<file path="config.mk">
export PLATFORM = sky130hd
export DESIGN_NAME = prio_irq_ctrl
export DESIGN_NICKNAME = d
export VERILOG_FILES = /design/src/rtl/irq_ctrl_pkg.sv /design/src/rtl/irq_interval_timer.sv /design/src/rtl/irq_group_ctrl.sv /design/src/rtl/prio_irq_ctrl.sv
export SDC_FILE = /design/constraint.sdc
export NUM_CORES = 1
export LEC_CHECK = 0
export BUFFER_PORTS_ARGS = -buffer_cell sky130_fd_sc_hd__buf_4
export CAP_MARGIN = 25
export CORE_UTILIZATION = 50
export CTS_CLUSTER_SIZE = 10
export DETAILED_ROUTE_END_ITERATION = 6
export PLACE_DENSITY = 0.76
export SYNTH_ARGS = -nofsm -noshare
export SYNTH_HDL_FRONTEND = slang
export SYNTH_SLANG_ARGS = --single-unit
</file>
<file path="constraint.sdc">
create_clock -name clk -period 2.7 [get_ports clk]
set_input_delay 0.27 -clock clk [delete_from_list [all_inputs] [get_ports clk]]
set_output_delay 0.27 -clock clk [all_outputs]
set_load 0.01 [all_outputs]
</file>
<file path="src/rtl/irq_ctrl_pkg.sv">
package irq_ctrl_pkg;
   typedef enum logic [1:0] {
      RSEL_MASK   = 2'd0,
      RSEL_VECTOR = 2'd1,
      RSEL_RELOAD = 2'd2,
      RSEL_STATUS = 2'd3
   } reg_sel_e;
endpackage

</file>
<file path="src/rtl/irq_interval_timer.sv">
module irq_interval_timer #(
   parameter int CNT_W  = 16,
   parameter int PEND_W = 8
) (
   input  logic             clk,
   input  logic             rst_n,
   input  logic             tick,
   input  logic             reload_wr,
   input  logic [CNT_W-1:0] reload_val,
   input  logic             status_acc,
   input  logic             gate_en,
   output logic [CNT_W-1:0] reload_q,
   output logic [CNT_W-1:0] count_q,
   output logic             req_q
);
   localparam logic [PEND_W-1:0] PEND_MAX = '1;
   localparam logic [CNT_W-1:0]  CNT_ONE  = CNT_W'(1);

   if (CNT_W < 2)  begin : g_bad_cnt  $error("CNT_W too small");  end
   if (PEND_W < 1) begin : g_bad_pend $error("PEND_W too small"); end

   logic [PEND_W-1:0] pend_q;
   logic              run, expire;

   assign run    = tick && (reload_q != '0) && !reload_wr && !status_acc;
   assign expire = run && (count_q <= CNT_ONE);

   always_ff @(posedge clk or negedge rst_n) begin
      if (!rst_n) begin
         reload_q <= '0;
         count_q  <= '0;
      end else if (reload_wr) begin
         reload_q <= reload_val;
         count_q  <= reload_val;
      end else if (status_acc || expire) begin
         count_q  <= reload_q;
      end else if (run) begin
         count_q  <= count_q - CNT_ONE;
      end
   end

   always_ff @(posedge clk or negedge rst_n) begin
      if (!rst_n)
         pend_q <= '0;
      else if (status_acc && pend_q != '0)
         pend_q <= pend_q - 1'b1;
      else if (expire && pend_q != PEND_MAX)
         pend_q <= pend_q + 1'b1;
   end

   always_ff @(posedge clk or negedge rst_n) begin
      if (!rst_n)
         req_q <= 1'b0;
      else if (status_acc)
         req_q <= 1'b0;
      else if (pend_q != '0 && reload_q != '0 && gate_en)
         req_q <= 1'b1;
   end

   assert_status_clears_R8: assert property (@(posedge clk) disable iff (!rst_n)
      status_acc |=> !req_q);
   assert_reload_loads_R6: assert property (@(posedge clk) disable iff (!rst_n)
      reload_wr |=> (reload_q == $past(reload_val)) && (count_q == $past(reload_val)));
   assert_pend_saturates_R10: assert property (@(posedge clk) disable iff (!rst_n)
      (pend_q == PEND_MAX && !status_acc) |=> pend_q == PEND_MAX);
   assert_req_sticky_R9: assert property (@(posedge clk) disable iff (!rst_n)
      (req_q && !status_acc) |=> req_q);
endmodule

</file>
<file path="src/rtl/irq_group_ctrl.sv">
module irq_group_ctrl #(
   parameter int NGRP  = 15,
   parameter int VEC_W = $clog2(NGRP + 1)
) (
   input  logic            clk,
   input  logic            rst_n,
   input  logic [NGRP-1:0] src,
   input  logic [NGRP-1:0] en,
   input  logic            vec_acc,
   output logic            irq_a,
   output logic [VEC_W-1:0] vec_code
);
   if (NGRP < 1) begin : g_bad_ngrp $error("NGRP must be positive"); end
   if ((1 << VEC_W) < NGRP + 1) begin : g_bad_vecw $error("VEC_W too narrow"); end

   logic [NGRP-1:0] masked, masked_q;

   for (genvar i = 0; i < NGRP; i++) begin : g_mask
      assign masked[i] = src[i] & en[i];
   end

   always_comb begin
      vec_code = '0;
      for (int i = NGRP - 1; i >= 0; i--) begin
         if (src[i]) vec_code = VEC_W'(i + 1);
      end
   end

   always_ff @(posedge clk or negedge rst_n) begin
      if (!rst_n) begin
         masked_q <= '0;
         irq_a    <= 1'b0;
      end else begin
         masked_q <= masked;
         if (vec_acc)
            irq_a <= 1'b0;
         else if (masked != masked_q)
            irq_a <= |masked;
      end
   end

   assert_vec_silences_R5: assert property (@(posedge clk) disable iff (!rst_n)
      vec_acc |=> !irq_a);
   assert_hold_unchanged_R3: assert property (@(posedge clk) disable iff (!rst_n)
      (!vec_acc && masked == masked_q) |=> $stable(irq_a));
   assert_follow_change_R1: assert property (@(posedge clk) disable iff (!rst_n)
      (!vec_acc && masked != masked_q) |=> irq_a == $past(|(src & en)));
endmodule

</file>
<file path="src/rtl/prio_irq_ctrl.sv">
module prio_irq_ctrl #(
   parameter int NSRC         = 16,
   parameter int CNT_W        = 16,
   parameter int PEND_W       = 8,
   parameter int DATA_W       = 32,
   parameter int TMR_GATE_BIT = 1
) (
   input  logic              clk,
   input  logic              rst_n,
   input  logic [NSRC-2:0]   src_level,
   input  logic              tick_en,
   input  logic              acc_en,
   input  logic              acc_wr,
   input  logic [1:0]        acc_addr,
   input  logic [DATA_W-1:0] acc_wdata,
   output logic [DATA_W-1:0] acc_rdata,
   output logic              irq_group,
   output logic              irq_timer
);
   import irq_ctrl_pkg::*;

   localparam int NGRP  = NSRC - 1;
   localparam int VEC_W = $clog2(NGRP + 1);
   localparam int TMR_BIT = NSRC - 1;

   if (NSRC < 2)                begin : g_bad_nsrc $error("NSRC must be at least 2"); end
   if (DATA_W < NSRC)           begin : g_bad_dw1  $error("DATA_W below NSRC"); end
   if (DATA_W < CNT_W)          begin : g_bad_dw2  $error("DATA_W below CNT_W"); end
   if (DATA_W < VEC_W + 2)      begin : g_bad_dw3  $error("DATA_W below vector width"); end
   if (TMR_GATE_BIT >= NSRC)    begin : g_bad_gate $error("TMR_GATE_BIT out of range"); end

   reg_sel_e          sel;
   logic              rd, mask_wr, reload_wr, status_acc, vec_acc;
   logic [NSRC-1:0]   mask_q;
   logic [CNT_W-1:0]  reload_q, count_q;
   logic              tmr_req;
   logic [VEC_W-1:0]  vec_code;

   assign sel        = reg_sel_e'(acc_addr);
   assign rd         = acc_en && !acc_wr;
   assign mask_wr    = acc_en && acc_wr && (sel == RSEL_MASK);
   assign reload_wr  = acc_en && acc_wr && (sel == RSEL_RELOAD);
   assign status_acc = acc_en && (sel == RSEL_STATUS);
   assign vec_acc    = acc_en && (sel == RSEL_VECTOR);

   always_ff @(posedge clk or negedge rst_n) begin
      if (!rst_n)       mask_q <= '0;
      else if (mask_wr) mask_q <= acc_wdata[NSRC-1:0];
   end

   irq_group_ctrl #(.NGRP(NGRP), .VEC_W(VEC_W)) u_group (
      .clk      (clk),
      .rst_n    (rst_n),
      .src      (src_level),
      .en       (mask_q[NGRP-1:0]),
      .vec_acc  (vec_acc),
      .irq_a    (irq_group),
      .vec_code (vec_code)
   );

   irq_interval_timer #(.CNT_W(CNT_W), .PEND_W(PEND_W)) u_timer (
      .clk        (clk),
      .rst_n      (rst_n),
      .tick       (tick_en),
      .reload_wr  (reload_wr),
      .reload_val (acc_wdata[CNT_W-1:0]),
      .status_acc (status_acc),
      .gate_en    (mask_q[TMR_GATE_BIT]),
      .reload_q   (reload_q),
      .count_q    (count_q),
      .req_q      (tmr_req)
   );

   always_ff @(posedge clk or negedge rst_n) begin
      if (!rst_n) irq_timer <= 1'b0;
      else        irq_timer <= tmr_req & mask_q[TMR_BIT];
   end

   always_comb begin
      acc_rdata = '0;
      if (rd) begin
         case (sel)
            RSEL_MASK:   acc_rdata[NSRC-1:0]  = mask_q;
            RSEL_VECTOR: acc_rdata[VEC_W+1:0] = {vec_code, 2'b00};
            RSEL_RELOAD: acc_rdata[CNT_W-1:0] = reload_q;
            default:     acc_rdata[CNT_W-1:0] = count_q;
         endcase
      end
   end

   assert_timer_needs_mask_R2: assert property (@(posedge clk) disable iff (!rst_n)
      irq_timer |-> $past(mask_q[TMR_BIT]) && $past(tmr_req));
   assert_mask_write_R3: assert property (@(posedge clk) disable iff (!rst_n)
      mask_wr |=> mask_q == $past(acc_wdata[NSRC-1:0]));
   assert_idle_rdata_R4: assert property (@(posedge clk) disable iff (!rst_n)
      !rd |-> acc_rdata == '0);
endmodule

</file>
[Yosys cells after proc, flatten, opt, wreduce, memory -nomap -nowiden]
Index checks and enable logic that the tools add are counted.
Word-level totals
  word-level logic and storage cells: 86
  bits of input ports: 54
  flip-flop bits (word level): 74
Operators by class
  add/subtract/negate cells: 3
  bitwise logic cells: 16
  equal/unequal tests: 5
  muxes and demuxes: 27
  $lt $le $gt $ge: 1
  reductions and logical operators: 26
Operators by type and width (number)
  two-way mux 16 bit: 4
  two-way mux 4 bit: 15
  one-hot mux 10 bit (3 select lines): 1
  one-hot mux 6 bit (3 select lines): 1
  AND 1 bit: 16
  <= comparator 16 x 1 -> 1 bit, second input constant: 1
  two-way mux 8 bit: 2
  nonzero test 16 bit: 1
  subtractor 16 x 1 -> 16 bit, second input constant: 1
  != test 15 bit: 1
  OR reduction 15 bit: 1
  logical AND 1 bit: 14
  adder 8 x 1 -> 8 bit, second input constant: 1
  != test 8 bit, second input constant: 1
  nonzero test 8 bit: 1
  subtractor 8 x 1 -> 8 bit, second input constant: 1
  nonzero test 2 bit: 3
  == test 2 bit, second input constant: 2
  two-way mux 1 bit: 4
  zero test 1 bit: 3
  nonzero test 3 bit: 1
  == test 2 x 1 -> 1 bit, second input constant: 1
  zero test 2 bit: 1
  logical OR 1 bit: 1

[Logic depth before layout (Yosys ltp)]
  depth in word-level cells: 17
  mapped depth: 12
  depth with buffers taken out: 11

[Modules after synthesis]
A second synthesis with hierarchy kept.
Unflattened totals
  cells, all modules: 495
  area, all modules: 4818.4 sq um
Modules (own cells, without submodules)
  irq_interval_timer: area an instance 2621.3 sq um, cells an instance 284, seq. area each 1026.0 sq um, instances 1
  prio_irq_ctrl: area an instance 1291.2 sq um, cells an instance 111, seq. area each 425.4 sq um, instances 1
  irq_group_ctrl: area an instance 905.9 sq um, cells an instance 100, seq. area each 400.4 sq um, instances 1

[Worst setup path before layout]
No wires, ideal clock.
  path kind: input to register
  start point: in acc_addr[1]
  end point: reg u_timer.pend_q[6]
  stages: 11
  data required time: 2.580 ns
  setup slack: -0.063 ns
  arrival time: 2.643 ns
  cell sequence: clkbuf_1 and2_1 nand2_1 a21oi_1 ha_1 nor2b_1 o21ai_0 a21boi_0 o21a_1 or3_1 a31o_2
Between the ends
  cells in the longest elaborated chain, start to end: 8
RTL lines
  from (decl): RTL line prio_irq_ctrl.sv:14  | input logic [1:0] acc_addr,
  == test 2 bit: RTL line prio_irq_ctrl.sv:42  | assign reload_wr = acc_en && acc_wr && (sel == RSEL_RELOAD);
  logical AND 1 bit: RTL line prio_irq_ctrl.sv:42
  zero test 1 bit: RTL line irq_interval_timer.sv:25  | assign run = tick && (reload_q != '0) && !reload_wr && !status_acc;
  logical AND 1 bit (2 in series): RTL line irq_interval_timer.sv:25
  logical AND 1 bit: RTL line irq_interval_timer.sv:26  | assign expire = run && (count_q <= CNT_ONE);
  logical AND 1 bit: RTL line irq_interval_timer.sv:47  | else if (expire && pend_q != PEND_MAX)
  nonzero test 2 bit (no line)
  to (signal assigned): RTL line irq_interval_timer.sv:46  | pend_q <= pend_q - 1'b1;
  to (signal assigned): RTL line irq_interval_timer.sv:48  | pend_q <= pend_q + 1'b1;
  to (decl): RTL line irq_interval_timer.sv:22  | logic [PEND_W-1:0] pend_q;
Several ways; a longest one is shown, not always the timed one.
A chain may end at the register's enable or synchronous reset.

[Worst setup path after layout]
  start point: reg u_timer.pend_q[3]
  end point: reg u_timer.pend_q[7]
Between the ends
  cells in the longest elaborated chain, start to end: 3
RTL lines (RTL line)
  adder 8 x 1 -> 8 bit (tied with other cells): irq_interval_timer.sv:48
  two-way mux 8 bit (tied with other cells): irq_interval_timer.sv:47
  two-way mux 8 bit / nonzero test 2 bit (equally long branches)
Several ways; a longest one is shown, not always the timed one. The select of a mux whose other input is x is not followed.

==> impl_metrics.py <==
metrics = {
    "global_routing": {
        "grt_max_degree": 75,
        "grt_antenna_before_repair": 0,
        "overflow": 0,
        "grtUsageTotal_pct": 27.3,
        "grt_pass1_vias": 4147,
        "grt_pass1_wl_um": 20500,
    },
    "outcome": {
        "status": "completed",
    },
    "yosys": {
        "yosysSeqAreaShare_pct": 41.2,
        "avgSynthCellArea_um2": 8.73,
        "netlist_instances": 515,
        "synth_flop_cell": "dfrtp_1",
        "synth_seq_cells": 74,
        "async_reset_ff_share_pct": 100,
        "synth_area_um2": 4490,
        "synth-edff-count": 0,
        "yosys_warnings": 0,
        "ys_types": 63,
    },
    "finish": {
        "drive_gt1_share_pct": 21.1,
        "final_common_cell": "nand2_1",
        "fin_nets": 651,
        "area_delta_synth_final_pct": 18.8,
        "mostFrequentLayoutCells": "nand2_1 (86), buf_4 (79), dfrtp_1 (74), nor2_1 (59)",
        "final_cells": 701,
        "n_antenna_cell": 0,
    },
    "power": {
        "power_density_nw_per_um2": 755,
        "leakage_nw": 2.57,
        "power_mw": 4.03,
        "peakVddDrop_mv": 0.443,
    },
    "clock_tree": {
        "cts_max_level": 3,
        "cts_tree": "yes",
        "numCtsBuffers": 9,
        "clock_latency_ns": 0.36,
        "clock_path_buffers": 2,
        "root_buffer": "clkbuf_8",
        "clk_pin_slew_ns": 0.09,
        "cts.sinks": 74,
    },
    "setup_path": {
        "critPathTopFamily": "compound AO/OA/AOI/OAI gates",
        "rr_endpoint": "u_timer.pend_q[7]",
        "slowest_stage": "dfrtp_1",
        "critical_path_class": "flop to flop",
        "rr_worst_depth": 10,
        "slowest_delay_ns": 0.43,
        "critPathArrivalTime_ns": 2.91,
        "critPathMostFrequentCell": "buf_4",
        "crit_path_cell_trace": "nor4_1 -> buf_4 -> a21oi_2 -> buf_4 -> ha_1 -> o21a_1 -> o31a_1 -> o41ai_1 -> mux2i_1 -> xnor2_1",
        "reg2reg_slack_ns": 0.08,
        "crit_start": "u_timer.pend_q[3]",
        "r2r-start": "u_timer.pend_q[3]",
        "crit_path_max_fanout": 6,
        "cp.required_ns": 2.98,
        "path_buf_inv": 2,
        "cp-start-kind": "flop",
        "cp-end-kind": "flop",
    },
    "place": {
        "io_buffers": 55,
        "dp_hpwl_um": 9170,
        "gp_congestion": 0.950,
        "post-place-cells": 681,
    },
    "detailed_routing": {
        "drc": 0,
        "via_count": 4123,
        "drtPass1Iterations": 5,
        "vias_per_cell": 5.88,
        "drt_iter0_drc": 415,
        "routedWlPerCell_um": 17.7,
        "wl_um": 12400,
        "drtAntennaViolNets": 0,
    },
    "floorplanning": {
        "die_w_um": 96.8,
        "pin_count": 88,
        "coreArea_um2": 8720,
        "dieArea_um2": 9370,
        "num_rows": 34,
        "start_util_pct": 51.5,
        "fp.dieH_um": 96.8,
    },
    "timing": {
        "hold_viol": 0,
        "fin_worst_skew_ns": 0.0126,
        "period_needed_ns": 2.62,
        "setup_viol": 0,
        "setup_tns_ns": 0,
        "maxSlewViolCount": 0,
        "fin_crit_sh_pct": 97.1,
        "fmax_mhz": 381,
    },
    "min_path": {
        "worstHoldStart": "acc_wdata[9]",
        "holdPathEnd": "u_timer.reload_q[9]",
        "min_path_type": "input port to flop",
        "hold_depth": 3,
    },
    "job": {
        "drv_cap": 0,
    },
}
-- how the worst max path moves through the flow --
stage	slack (ns)	endpoint	cells after the start
after detailed placement	0.02	u_timer.pend_q[6]	11
after global routing	-0.02	u_timer.pend_q[6]	12
after global placement	0.09	u_timer.pend_q[6]	11
after floorplan	0.10	u_timer.pend_q[6]	11
final	0.08	u_timer.pend_q[7]	10
after CTS	0.06	u_timer.pend_q[6]	12
-- synth_stat cells, drive strengths merged, types with 2 or more instances --
library cell  number  area [µm²]
buf               24         160
and3               3        18.8
o221ai             3        26.3
nor3              12        65.1
a311oi             2        17.5
dfrtp             74        1850
mux2i             13         130
mux2              18         203
o22ai              2        12.5
o21a               4        30.0
a31oi              4        25.0
clkbuf            10        37.5
ha                 8         100
a222oi             2        20.0
or3                2        12.5
nand4b             2        17.5
o31a               2        17.5
nand4              9        56.3
nor2              60         228
nor2b              4        25.0
or4                4        33.8
o2111ai            2        17.5
xor2               7        61.3
a21oi             29         145
o41ai              2        36.3
a21boi             3        22.5
o211ai             5        37.5
o31ai              3        22.5
nand2             86         323
nor4              12        75.1
o21ai             15        75.1
nand3              9        45.0
xnor2             22         193
a22oi              4        30.0
and2               4        25.0
or2                2        15.0
inv               28         105
a211oi             3        22.5
nand2b             2        12.5
-- flip-flops by register name (all words and copies together) (netlist names) --
name / count
u_group.masked_q: 15
u_timer.req_q: 1
u_timer.reload_q: 16
u_timer.count_q: 16
u_group.irq_a: 1
irq_timer: 1
mask_q: 16
u_timer.pend_q: 8
-- where the power goes --
part | switching, mW | internal, mW
clock network | 0.461 | 0.433
logic | 0.728 | 0.672
registers | 0.349 | 1.39
-- cells by family after synthesis --
logic type	after synthesis	share of synthesized area, %
fa+ha+maj	9	2.67
simple gates	216	22.1
buf+inv	62	6.74
mux	31	7.41
other cells	1	0.0834
xor+xnor	29	5.65
compound gates	93	14.1
flops	74	41.2
-- layer usage --
layer	track usage, %	routed length, µm	share of wire [%]	vias to the layer above
met5	0	0	0	-
met4	11.9	386	3.1	0
met3	6.14	931	7.5	40
met2	44.3	5990	48	208
met1	35.0	5070	41	1964
li1	-	-	-	1911
-- tightest hold or removal path: cells and delay by family --
kind / cells / cell delay [ns]
AND/OR/NAND/NOR: 2 / 0.11
buffers and inverters: 1 / 0.09
-- area by class of cell --
type,instances,area [µm²]
clock buffers,9,124
clock inverters,7,73.8
fillers,762,3380
inverters,28,105
multi-input cells,394,2420
flip-flops and latches,74,1850
well taps,108,135
repair buffers,81,631
-- repair_timing --
action                                  CTS  global route
hold buffers                              0             1
endpoints found under the hold margin     0            74
endpoints found under the setup margin    1             2
resized for setup                         1             3
setup buffers                             0             2
pin swaps                                 0             3
-- metrics by stage --
stage / hold WS [ns] / instance area (µm²) / setup slack (ns) / utilization (%)
after floorplan: -0.0256 / 4550 / 0.105 / -
after global placement: 0.462 / 5070 / 0.0937 / 58.1
after detailed placement: 0.477 / 5070 / 0.0158 / 58.1
after CTS: 0.0947 / 5270 / 0.0615 / 60.5
after global routing: 0.144 / 5340 / -0.0226 / 61.2
final: 0.133 / 5340 / 0.0776 / 61.2
(Power assumes the default switching activity.)
